$ cat config.mk
export PLATFORM = sky130hd
export DESIGN_NAME = spi_stat_irq
export DESIGN_NICKNAME = d
export VERILOG_FILES = /design/src/rtl/spi_irq_pkg.sv /design/src/rtl/spi_sel_edge.sv /design/src/rtl/spi_evt_flags.sv /design/src/rtl/spi_irq_en.sv /design/src/rtl/spi_stat_irq.sv
export SDC_FILE = /design/constraint.sdc
export NUM_CORES = 1
export LEC_CHECK = 0
export BUFFER_PORTS_ARGS = -buffer_cell sky130_fd_sc_hd__buf_2
export CAP_MARGIN = 20
export CELL_PAD_IN_SITES_DETAIL_PLACEMENT = 1
export CELL_PAD_IN_SITES_GLOBAL_PLACEMENT = 1
export CORE_MARGIN = 8
export CORE_UTILIZATION = 23
export CTS_CLUSTER_DIAMETER = 100
export CTS_CLUSTER_SIZE = 24
export DETAILED_ROUTE_END_ITERATION = 10
export PLACE_DENSITY = 0.76
export SYNTH_ARGS = -nofsm -noshare
export SYNTH_HDL_FRONTEND = slang
export SYNTH_SLANG_ARGS = --single-unit
$ cat constraint.sdc
create_clock -name clk -period 1 [get_ports clk]
set_input_delay 0.25 -clock clk [delete_from_list [all_inputs] [get_ports clk]]
set_output_delay 0.25 -clock clk [all_outputs]
set_load 0.02 [all_outputs]
$ cat src/rtl/spi_irq_pkg.sv
package spi_irq_pkg;

    localparam int BIT_SEL_ON  = 4;
    localparam int BIT_SEL_OFF = 5;
    localparam int BIT_STALL   = 6;
    localparam int BIT_IDLE    = 8;
    localparam int MIN_DATA_W  = BIT_IDLE + 1;

    typedef enum logic [1:0] {
        ADDR_STATUS = 2'd0,
        ADDR_EN_SET = 2'd1,
        ADDR_EN_CLR = 2'd2,
        ADDR_MASKED = 2'd3
    } reg_addr_e;

    typedef struct packed {
        logic sel_on;
        logic sel_off;
    } evt_t;

    typedef struct packed {
        logic sel_on;
        logic sel_off;
        logic idle;
    } irq_en_t;

endpackage

$ cat src/rtl/spi_sel_edge.sv
module spi_sel_edge #(
    parameter int NUM_SEL = 4
) (
    input  logic               clk,
    input  logic               rst_n,
    input  logic [NUM_SEL-1:0] sel_active_i,
    output logic               on_evt_o,
    output logic               off_evt_o
);

    typedef struct packed {
        logic [NUM_SEL-1:0] samp;
        logic [NUM_SEL-1:0] hist;
    } edge_st_t;

    edge_st_t st_d, st_q;
    logic [NUM_SEL-1:0] rise_vec;

    // One rising detector per select line
    for (genvar g = 0; g < NUM_SEL; g++) begin : g_rise
        assign rise_vec[g] = st_q.samp[g] & ~st_q.hist[g];
    end

    always_comb begin
        st_d      = st_q;
        st_d.samp = sel_active_i;
        st_d.hist = st_q.samp;
        on_evt_o  = |rise_vec;
        off_evt_o = (|st_q.hist) & ~(|st_q.samp);
    end

    always_ff @(posedge clk or negedge rst_n) begin
        if (!rst_n) st_q <= '0;
        else        st_q <= st_d;
    end

    // an assert event needs an active sampled select
    a_r2_on_has_active: assert property (@(posedge clk) disable iff (!rst_n)
        on_evt_o |-> (st_q.samp != '0));

    // a release event means every sampled select is idle
    a_r3_off_all_quiet: assert property (@(posedge clk) disable iff (!rst_n)
        off_evt_o |-> (st_q.samp == '0));

    // on and off events cannot coincide
    a_r3_exclusive: assert property (@(posedge clk) disable iff (!rst_n)
        !(on_evt_o && off_evt_o));

endmodule

$ cat src/rtl/spi_evt_flags.sv
module spi_evt_flags
    import spi_irq_pkg::*;
(
    input  logic clk,
    input  logic rst_n,
    input  evt_t set_i,
    input  evt_t clr_i,
    output evt_t flags_o
);

    evt_t flg_d, flg_q;

    always_comb begin
        flg_d = flg_q;
        // Software clear first, hardware set overrides it
        if (clr_i.sel_on)  flg_d.sel_on  = 1'b0;
        if (clr_i.sel_off) flg_d.sel_off = 1'b0;
        if (set_i.sel_on)  flg_d.sel_on  = 1'b1;
        if (set_i.sel_off) flg_d.sel_off = 1'b1;
    end

    always_ff @(posedge clk or negedge rst_n) begin
        if (!rst_n) flg_q <= '0;
        else        flg_q <= flg_d;
    end

    assign flags_o = flg_q;

    // a hardware set always lands
    a_r5_on_set_wins: assert property (@(posedge clk) disable iff (!rst_n)
        set_i.sel_on |=> flags_o.sel_on);
    a_r5_off_set_wins: assert property (@(posedge clk) disable iff (!rst_n)
        set_i.sel_off |=> flags_o.sel_off);

    // an uncontested clear drops the flag
    a_r4_on_clears: assert property (@(posedge clk) disable iff (!rst_n)
        (clr_i.sel_on && !set_i.sel_on) |=> !flags_o.sel_on);

    // without set or clear the flag holds
    a_r4_off_holds: assert property (@(posedge clk) disable iff (!rst_n)
        (!clr_i.sel_off && !set_i.sel_off) |=> $stable(flags_o.sel_off));

endmodule

$ cat src/rtl/spi_irq_en.sv
module spi_irq_en
    import spi_irq_pkg::*;
(
    input  logic    clk,
    input  logic    rst_n,
    input  irq_en_t set_i,
    input  irq_en_t clr_i,
    output irq_en_t en_o
);

    irq_en_t en_d, en_q;

    always_comb begin
        en_d = (en_q | set_i) & ~clr_i;
    end

    always_ff @(posedge clk or negedge rst_n) begin
        if (!rst_n) en_q <= '0;
        else        en_q <= en_d;
    end

    assign en_o = en_q;

    // a set request turns the enable on
    a_r6_set_takes: assert property (@(posedge clk) disable iff (!rst_n)
        (set_i.idle && !clr_i.idle) |=> en_o.idle);

    // a clear request turns the enable off
    a_r7_clear_takes: assert property (@(posedge clk) disable iff (!rst_n)
        clr_i.sel_on |=> !en_o.sel_on);

    // with no request the enables hold
    a_r6_hold: assert property (@(posedge clk) disable iff (!rst_n)
        (set_i == '0 && clr_i == '0) |=> $stable(en_o));

endmodule

$ cat src/rtl/spi_stat_irq.sv
module spi_stat_irq
    import spi_irq_pkg::*;
#(
    parameter int NUM_SEL = 4,
    parameter int DATA_W  = 32
) (
    input  logic               clk,
    input  logic               rst_n,
    input  logic [NUM_SEL-1:0] sel_active_i,
    input  logic               hold_empty_i,
    input  logic               shift_busy_i,
    input  logic               stall_i,
    input  logic               reg_wr_i,
    input  logic [1:0]         reg_addr_i,
    input  logic [DATA_W-1:0]  reg_wdata_i,
    output logic [DATA_W-1:0]  reg_rdata_o,
    output logic               irq_o
);

    localparam int ADDR_W = 2;

    evt_t    evt_set, evt_clr, flags;
    irq_en_t en_set, en_clr, en;
    logic    on_evt, off_evt;
    logic    idle_live;
    logic    wr_status, wr_en_set, wr_en_clr;
    logic [2:0] masked;

    spi_sel_edge #(.NUM_SEL(NUM_SEL)) u_edge (
        .clk         (clk),
        .rst_n       (rst_n),
        .sel_active_i(sel_active_i),
        .on_evt_o    (on_evt),
        .off_evt_o   (off_evt)
    );

    always_comb begin
        wr_status = reg_wr_i && (reg_addr_i == ADDR_W'(ADDR_STATUS));
        wr_en_set = reg_wr_i && (reg_addr_i == ADDR_W'(ADDR_EN_SET));
        wr_en_clr = reg_wr_i && (reg_addr_i == ADDR_W'(ADDR_EN_CLR));

        evt_set.sel_on  = on_evt;
        evt_set.sel_off = off_evt;
        evt_clr.sel_on  = wr_status && reg_wdata_i[BIT_SEL_ON];
        evt_clr.sel_off = wr_status && reg_wdata_i[BIT_SEL_OFF];

        en_set.sel_on  = wr_en_set && reg_wdata_i[BIT_SEL_ON];
        en_set.sel_off = wr_en_set && reg_wdata_i[BIT_SEL_OFF];
        en_set.idle    = wr_en_set && reg_wdata_i[BIT_IDLE];
        en_clr.sel_on  = wr_en_clr && reg_wdata_i[BIT_SEL_ON];
        en_clr.sel_off = wr_en_clr && reg_wdata_i[BIT_SEL_OFF];
        en_clr.idle    = wr_en_clr && reg_wdata_i[BIT_IDLE];
    end

    spi_evt_flags u_flags (
        .clk    (clk),
        .rst_n  (rst_n),
        .set_i  (evt_set),
        .clr_i  (evt_clr),
        .flags_o(flags)
    );

    spi_irq_en u_en (
        .clk  (clk),
        .rst_n(rst_n),
        .set_i(en_set),
        .clr_i(en_clr),
        .en_o (en)
    );

    always_comb begin
        idle_live = hold_empty_i & ~shift_busy_i;
        masked[0] = flags.sel_on  & en.sel_on;
        masked[1] = flags.sel_off & en.sel_off;
        masked[2] = idle_live     & en.idle;
        irq_o     = |masked;

        reg_rdata_o = '0;
        unique case (reg_addr_i)
            ADDR_W'(ADDR_STATUS): begin
                reg_rdata_o[BIT_SEL_ON]  = flags.sel_on;
                reg_rdata_o[BIT_SEL_OFF] = flags.sel_off;
                reg_rdata_o[BIT_STALL]   = stall_i;
                reg_rdata_o[BIT_IDLE]    = idle_live;
            end
            ADDR_W'(ADDR_EN_SET): begin
                reg_rdata_o[BIT_SEL_ON]  = en.sel_on;
                reg_rdata_o[BIT_SEL_OFF] = en.sel_off;
                reg_rdata_o[BIT_IDLE]    = en.idle;
            end
            ADDR_W'(ADDR_EN_CLR): reg_rdata_o = '0;
            default: begin
                reg_rdata_o[BIT_SEL_ON]  = masked[0];
                reg_rdata_o[BIT_SEL_OFF] = masked[1];
                reg_rdata_o[BIT_IDLE]    = masked[2];
            end
        endcase
    end

    // the interrupt needs at least one enable
    a_r9_irq_needs_enable: assert property (@(posedge clk) disable iff (!rst_n)
        irq_o |-> (en != '0));

    // a write to the masked view leaves flags and enables alone
    a_r10_masked_write_inert: assert property (@(posedge clk) disable iff (!rst_n)
        (reg_wr_i && reg_addr_i == ADDR_W'(ADDR_MASKED) && !on_evt && !off_evt)
        |=> ($stable(flags) && $stable(en)));

    // nothing is pending or enabled right after reset
    a_r1_reset_clear: assert property (@(posedge clk)
        $rose(rst_n) |-> (flags == '0 && en == '0));

endmodule

# After elaboration in Yosys (flattened, before gate mapping)
# Cells that the tools add are included.
[totals]
out_inout_bits = 33
reg_bits = 13
elab_cells = 52
[op_classes]
reduce_logical = 18
n_eq_ne = 2
bitwise_logic = 18
mux = 7
[op_table]
columns = ["op", "count"]
rows = [
  ["$reduce_or A4 Y1", 3],
  ["$logic_and A1 B1 Y1", 11],
  ["$and A1 B1 Y1", 9],
  ["$not A1 Y1", 6],
  ["$pmux W2 S3", 1],
  ["$mux W1", 5],
  ["$reduce_bool A2 Y1", 2],
  ["$and A3 B3 Y3", 1],
  ["$not A3 Y3", 1],
  ["$or A3 B3 Y3", 1],
  ["$pmux W1 S3", 1],
  ["$reduce_or A3 Y1", 1],
  ["$eq A2 B1 Y1 const B", 1],
  ["$eq A2 B2 Y1 const B", 1],
  ["$logic_not A2 Y1", 1],
]

# Depth between registers and ports, before layout
[depth]
word_depth = 5
ltp_mapped = 4

# By module
# From an unflattened synthesis, not the netlist that was laid out.
[unflattened]
cells_unflattened = 81
hier_area_um2 = 784.5
[by_module_without_submodules]
columns = ["module", "area_per_inst_um2", "cells_per_inst", "n_inst", "seq_area_each_um2"]
rows = [
  ["spi_stat_irq", 356.6, 53, 1, 0.0],
  ["spi_sel_edge", 250.2, 16, 1, 200.2],
  ["spi_irq_en", 105.1, 6, 1, 75.1],
  ["spi_evt_flags", 72.6, 6, 1, 50.0],
]

# Worst setup path after synthesis
# OpenSTA, ideal clock, no wires.
[synth_timing]
path_type = "input port to output port"
start = "in hold_empty_i"
end = "out reg_rdata_o[8]"
path_stages = 3
t_required_ns = 0.750
t_arrival_ns = 0.950
slack_ns = -0.200
path_cell_list = "nor2b_1 > nor2_1 > o21ai_0"
[synth_via]
elab_chain_cells = 3
[synth_rtl]
columns = ["item", "line", "rtl"]
rows = [
  ["from (decl)", "spi_stat_irq.sv:10", "input logic hold_empty_i,"],
  ["$and A1 B1 Y1 *", "spi_stat_irq.sv:72", "idle_live = hold_empty_i & ~shift_busy_i;"],
  ["$and A1 B1 Y1", "spi_stat_irq.sv:75", "masked[2] = idle_live & en.idle;"],
  ["$pmux W1 S3 *", "spi_stat_irq.sv:79", "unique case (reg_addr_i)"],
  ["to (decl)", "spi_stat_irq.sv:16", "output logic [DATA_W-1:0] reg_rdata_o,"],
]
# Mark *: on every way between the ends. The rest lies on a longest branch, timed or not.

# Final worst setup path
[layout_timing]
start = "reg u_en.en_q (netlist bit u_en.en_o[2])"
end = "out irq_o"
[layout_via]
elab_chain_cells = 2
[layout_rtl]
columns = ["item", "line", "rtl"]
rows = [
  ["from (decl)", "spi_irq_en.sv:11", "irq_en_t en_d, en_q;"],
  ["from (signal assigned)", "spi_irq_en.sv:19", "else en_q <= en_d;"],
  ["$and A1 B1 Y1", "spi_stat_irq.sv:73", "masked[0] = flags.sel_on & en.sel_on;"],
  ["$reduce_or A3 Y1", "spi_stat_irq.sv:76", "irq_o = |masked;"],
  ["to (decl)", "spi_stat_irq.sv:17", "output logic irq_o"],
]
# No other way between the ends.

==> summary by stage <==
Power and ir drop
Dividing total power by cell area gives a power density of 1393 mW/mm^2. The analysis attributes to cell leakage a power of 0.5140 nW. The internal power summed over all cells is 0.0009598 W. Net switching is 33.41% of the power. The clock network burns 21.8% of the power. The sequential cell fraction of total power is 42.6%.

The largest vdd supply drop is 697.5 uV. In this run the power spent charging and discharging nets is 0.0004815 W. The share of total power dissipated in combinational logic is 35.6%.

Clocking
The clock-pin slew of the registers on the worst-case setup and hold paths is 0.07 ns. The largest buffer count on any clock path is 2. The total CTS buffers is 3. The CTS tree is done. The count of H-tree levels built during CTS is 1.

The clock net in this run drives a total of 13 sinks. The clock network latency to the later pin of the worst-skew pair is 0.27 ns. The cell sitting at the root of the clock tree is a sky130_fd_sc_hd__clkbuf_4.

Logic synthesis
The most common cell in the synthesized netlist is sky130_fd_sc_hd__buf_4. The number of storage elements in the synthesis netlist is 13. The cell taking the most area after synthesis is sky130_fd_sc_hd__dfrtp_1.

The cell count after synthesis is 81. Synthesis instantiated 19 different standard cells from the library. The area of the mapped netlist is 764.5 sq um. In the post-synthesis netlist, the biggest area contributors are sky130_fd_sc_hd__dfrtp_1 (43%), sky130_fd_sc_hd__buf_4 (27%), sky130_fd_sc_hd__nand2_1 (5.4%). During synthesis, Yosys emitted a total of 0 warnings. Of the synthesized area, sequential elements account for 42.55%. The commonest cells after synthesis are sky130_fd_sc_hd__buf_4 (28), sky130_fd_sc_hd__dfrtp_1 (13), sky130_fd_sc_hd__nand2_1 (11), sky130_fd_sc_hd__inv_1 (6). The dominant register cell in the synthesized netlist is sky130_fd_sc_hd__dfrtp_1. Of all flip-flops after synthesis, the portion carrying an async set or reset was 100.0%. The average cell area after synthesis is 9.438 sq um. The share of synthesized area in the top cell type comes to 42.55%. In this run, synthesis inferred 0 flip-flops with an integrated enable.

Worst setup path
The nature of the critical path startpoint is a flip-flop. Data arrives at the worst endpoint at 1.26 ns. The critical-path cell with the highest stage delay is sky130_fd_sc_hd__dfrtp_1. On the worst path, the slowest cell contributes a delay of 0.39 ns. Together, buffers and inverters on the worst path number 2.

Walking the worst path, the cells encountered are a222oi_1 -> inv_1 -> buf_6. In this run the worst path has a maximum fanout of 2. The data required time of the worst path is 0.75 ns. The type of the worst setup path is flip-flop to output port. Grouping stages by cell kind, the critical path spends the most delay in flip-flops. The endpoint kind of the worst setup timing path is an output port.

Timing
The final critical-path setup slack is -0.5138 ns. Hold timing on the final database bottoms out at a slack of 0.07992 ns. Setup repair after global routing could not meet its margin everywhere. The part of the cycle the worst path needs is 151.4%. The hold violation count in the final report is 0.

The final clock skew is 0.0009935 ns. Setup violations remaining at the end of the flow were counted as 5. Timing would allow up to 0.6606 GHz. The total count of max-transition violations in the final report is 0.

The smallest clock period supported by the final layout is computed as 1.514 ns.

Drt
The highest metal layer carrying signal wires in the routed design is met3. In the detailed route, the total length drawn on met3 is 297 um. The detailed-route wire length on metal 1 is 642 um. The routed via count divided by cell count is 3.731. The routed wire length is 1.934 mm.

The starting DRC count in detailed routing is 7. For this run, design rule violations remaining after detail routing come to 0. The remaining antenna violation count is 0. The total vias in the final route is 597. The amount of wire on met2 after detailed routing is 994 um. The pre-antenna-repair detailed-routing pass consisted of 4 iterations. The average routed wire per standard cell is 12.09 um.

GRT
For this run, the total global-route usage over all layers was measured as 6.766%. The global-route wire length before repair is 2.829 mm. For this run the aggregate overflow at the end of global routing stands at 0.

The via count of the first global-routing pass is 658. The maximum number of pins on one net before global-route repair is 14. The number of antenna violations at the first check in global routing is 0.

Place
The detailed placement HPWL is 1.629 mm. The count of input and output buffers is 19. The worst slack at placement is -0.1974 ns. The instance area after placement is 849.6 sq um. The congestion estimate from routability-driven global placement came to 0.6811.

Die
The region available for standard cell placement spans 0.003258 sq mm. The floorplan row count is 21. From left edge to right edge, the die measures 73.65 um. From bottom edge to top edge, the die measures 73.65 um. The effective utilization at floorplan is 23.46%.

The full die area is 0.005424 sq mm. The top-level port count is 77.

Run
The reported max-cap violation count is 0.

Outcome
The run finished, with violations left. The checks that failed: negative setup slack.

Final layout
From synthesis to final layout, the design area changed by 35.35%. For this run, the post-layout net count is 159. The antenna cell count is 0. The post-route cell area is 0.001035 sq mm. At the end of the flow the core is filled with cells to 31.76%. The post-route netlist has 35.96% of its cells at a drive strength greater than 1.

Min path
The tightest min-delay check is of the input port to flip-flop type.
==> cell usage in the layout, fill, tap and decap left out, drive strengths merged, types with 2 or more instances in the layout <==
master	synthesis	routed
conb	1	28
nor2	2	2
buf	29	30
inv	6	6
o31ai	4	4
o211ai	2	2
o21ai	4	4
dfrtp	13	13
o22ai	2	2
nand2	11	11
clkbuf	0	4
==> kinds of logic after synthesis <==
kind of cell           after synthesis  share of synthesized area, %
other                                1                        0.4905
and+or+nand+nor                     17                         11.29
DFF                                 13                         42.55
AOI/OAI and AO/OA                   15                         13.75
buffers and inverters               35                         31.91
==> final timing paths <==
| path | slack, ns | start | endpoint | cells past startpoint |
|---|---|---|---|---|
| worst max-delay path | -0.51 | u_en.en_o[2] | irq_o | 3 |
| worst min-delay path | 0.08 | sel_active_i[3] | u_edge.st_d[3] | 1 |
| worst max register to register | 0.01 | u_en.en_o[0] | u_en.en_o[0] | 5 |
| worst min register to register | 0.45 | u_edge.st_d[3] | u_edge.st_q[3] | 0 |
| max in group asynchronous | 0.39 | rst_n | u_en.en_o[2] | 2 |
| min in group asynchronous | 0.39 | rst_n | u_edge.st_d[1] | 2 |
==> power by group through the flow <==
| stage | registers (W) | clock network [W] | logic (W) |
|---|---|---|---|
| after detailed placement | 0.000616 | 0 | 0.000377 |
| after global placement | 0.000611 | 0 | 0.000363 |
| after CTS | 0.000611 | 0.000329 | 0.000436 |
| after floorplan | 0.000613 | 0 | 0.000306 |
| after global routing | 0.000621 | 0.000355 | 0.000555 |
| final | 0.000614 | 0.000314 | 0.000513 |
==> through the flow <==
stage / cells / power (W) / setup TNS [ns]
6_report: 160 / 0.001441 / -1.712
5_1_grt: 160 / 0.001530 / -2.126
4_1_cts: 158 / 0.001376 / -1.722
3_5_place_dp: 151 / 0.0009939 / -1.256
3_3_place_gp: 151 / 0.0009746 / -1.005
2_1_floorplan: 108 / 0.0009197 / -0.1370
==> timing repair <==
item                                    in CTS  in global routing
endpoints found under the setup margin       6                  6
hold buffers                                 1                  0
buffers inserted                             2                  4
hold endpoints to repair                    13                  0
pin swaps                                    6                  8
resized for setup                           18                 14
==> metal layers <==
metal | GRT usage, % | vias up
met4 | 0.8869 | 0
met5 | 0 | -
met1 | 5.744 | 280
met2 | 12.99 | 37
met3 | 4.366 | 0
li1 | - | 280
==> flip-flops by register name (all words and copies together), names as in the netlist <==
signal / count
u_edge.st_d: 4
u_flags.flags_o: 2
u_edge.st_q: 4
u_en.en_o: 3
==> worst register-to-register path, delay by kind of cell, from the launching register on <==
kind	cells	cell delay [ns]
buffers and inverters	3	0.34
AOI/OAI and AO/OA	2	0.14
DFF	1	0.39
==> final cells by class <==
type                            instances  area (sq um)
Tap cell                               46         57.56
Sequential cell                        13         325.3
Clock buffer                            4         26.28
Timing Repair Buffer                   31         259.0
Fill cell                             410          2223
Inverter                                6         22.52
Multi-Input combinational cell         60         344.1
No activity file was read; power rests on OpenSTA's default activity.
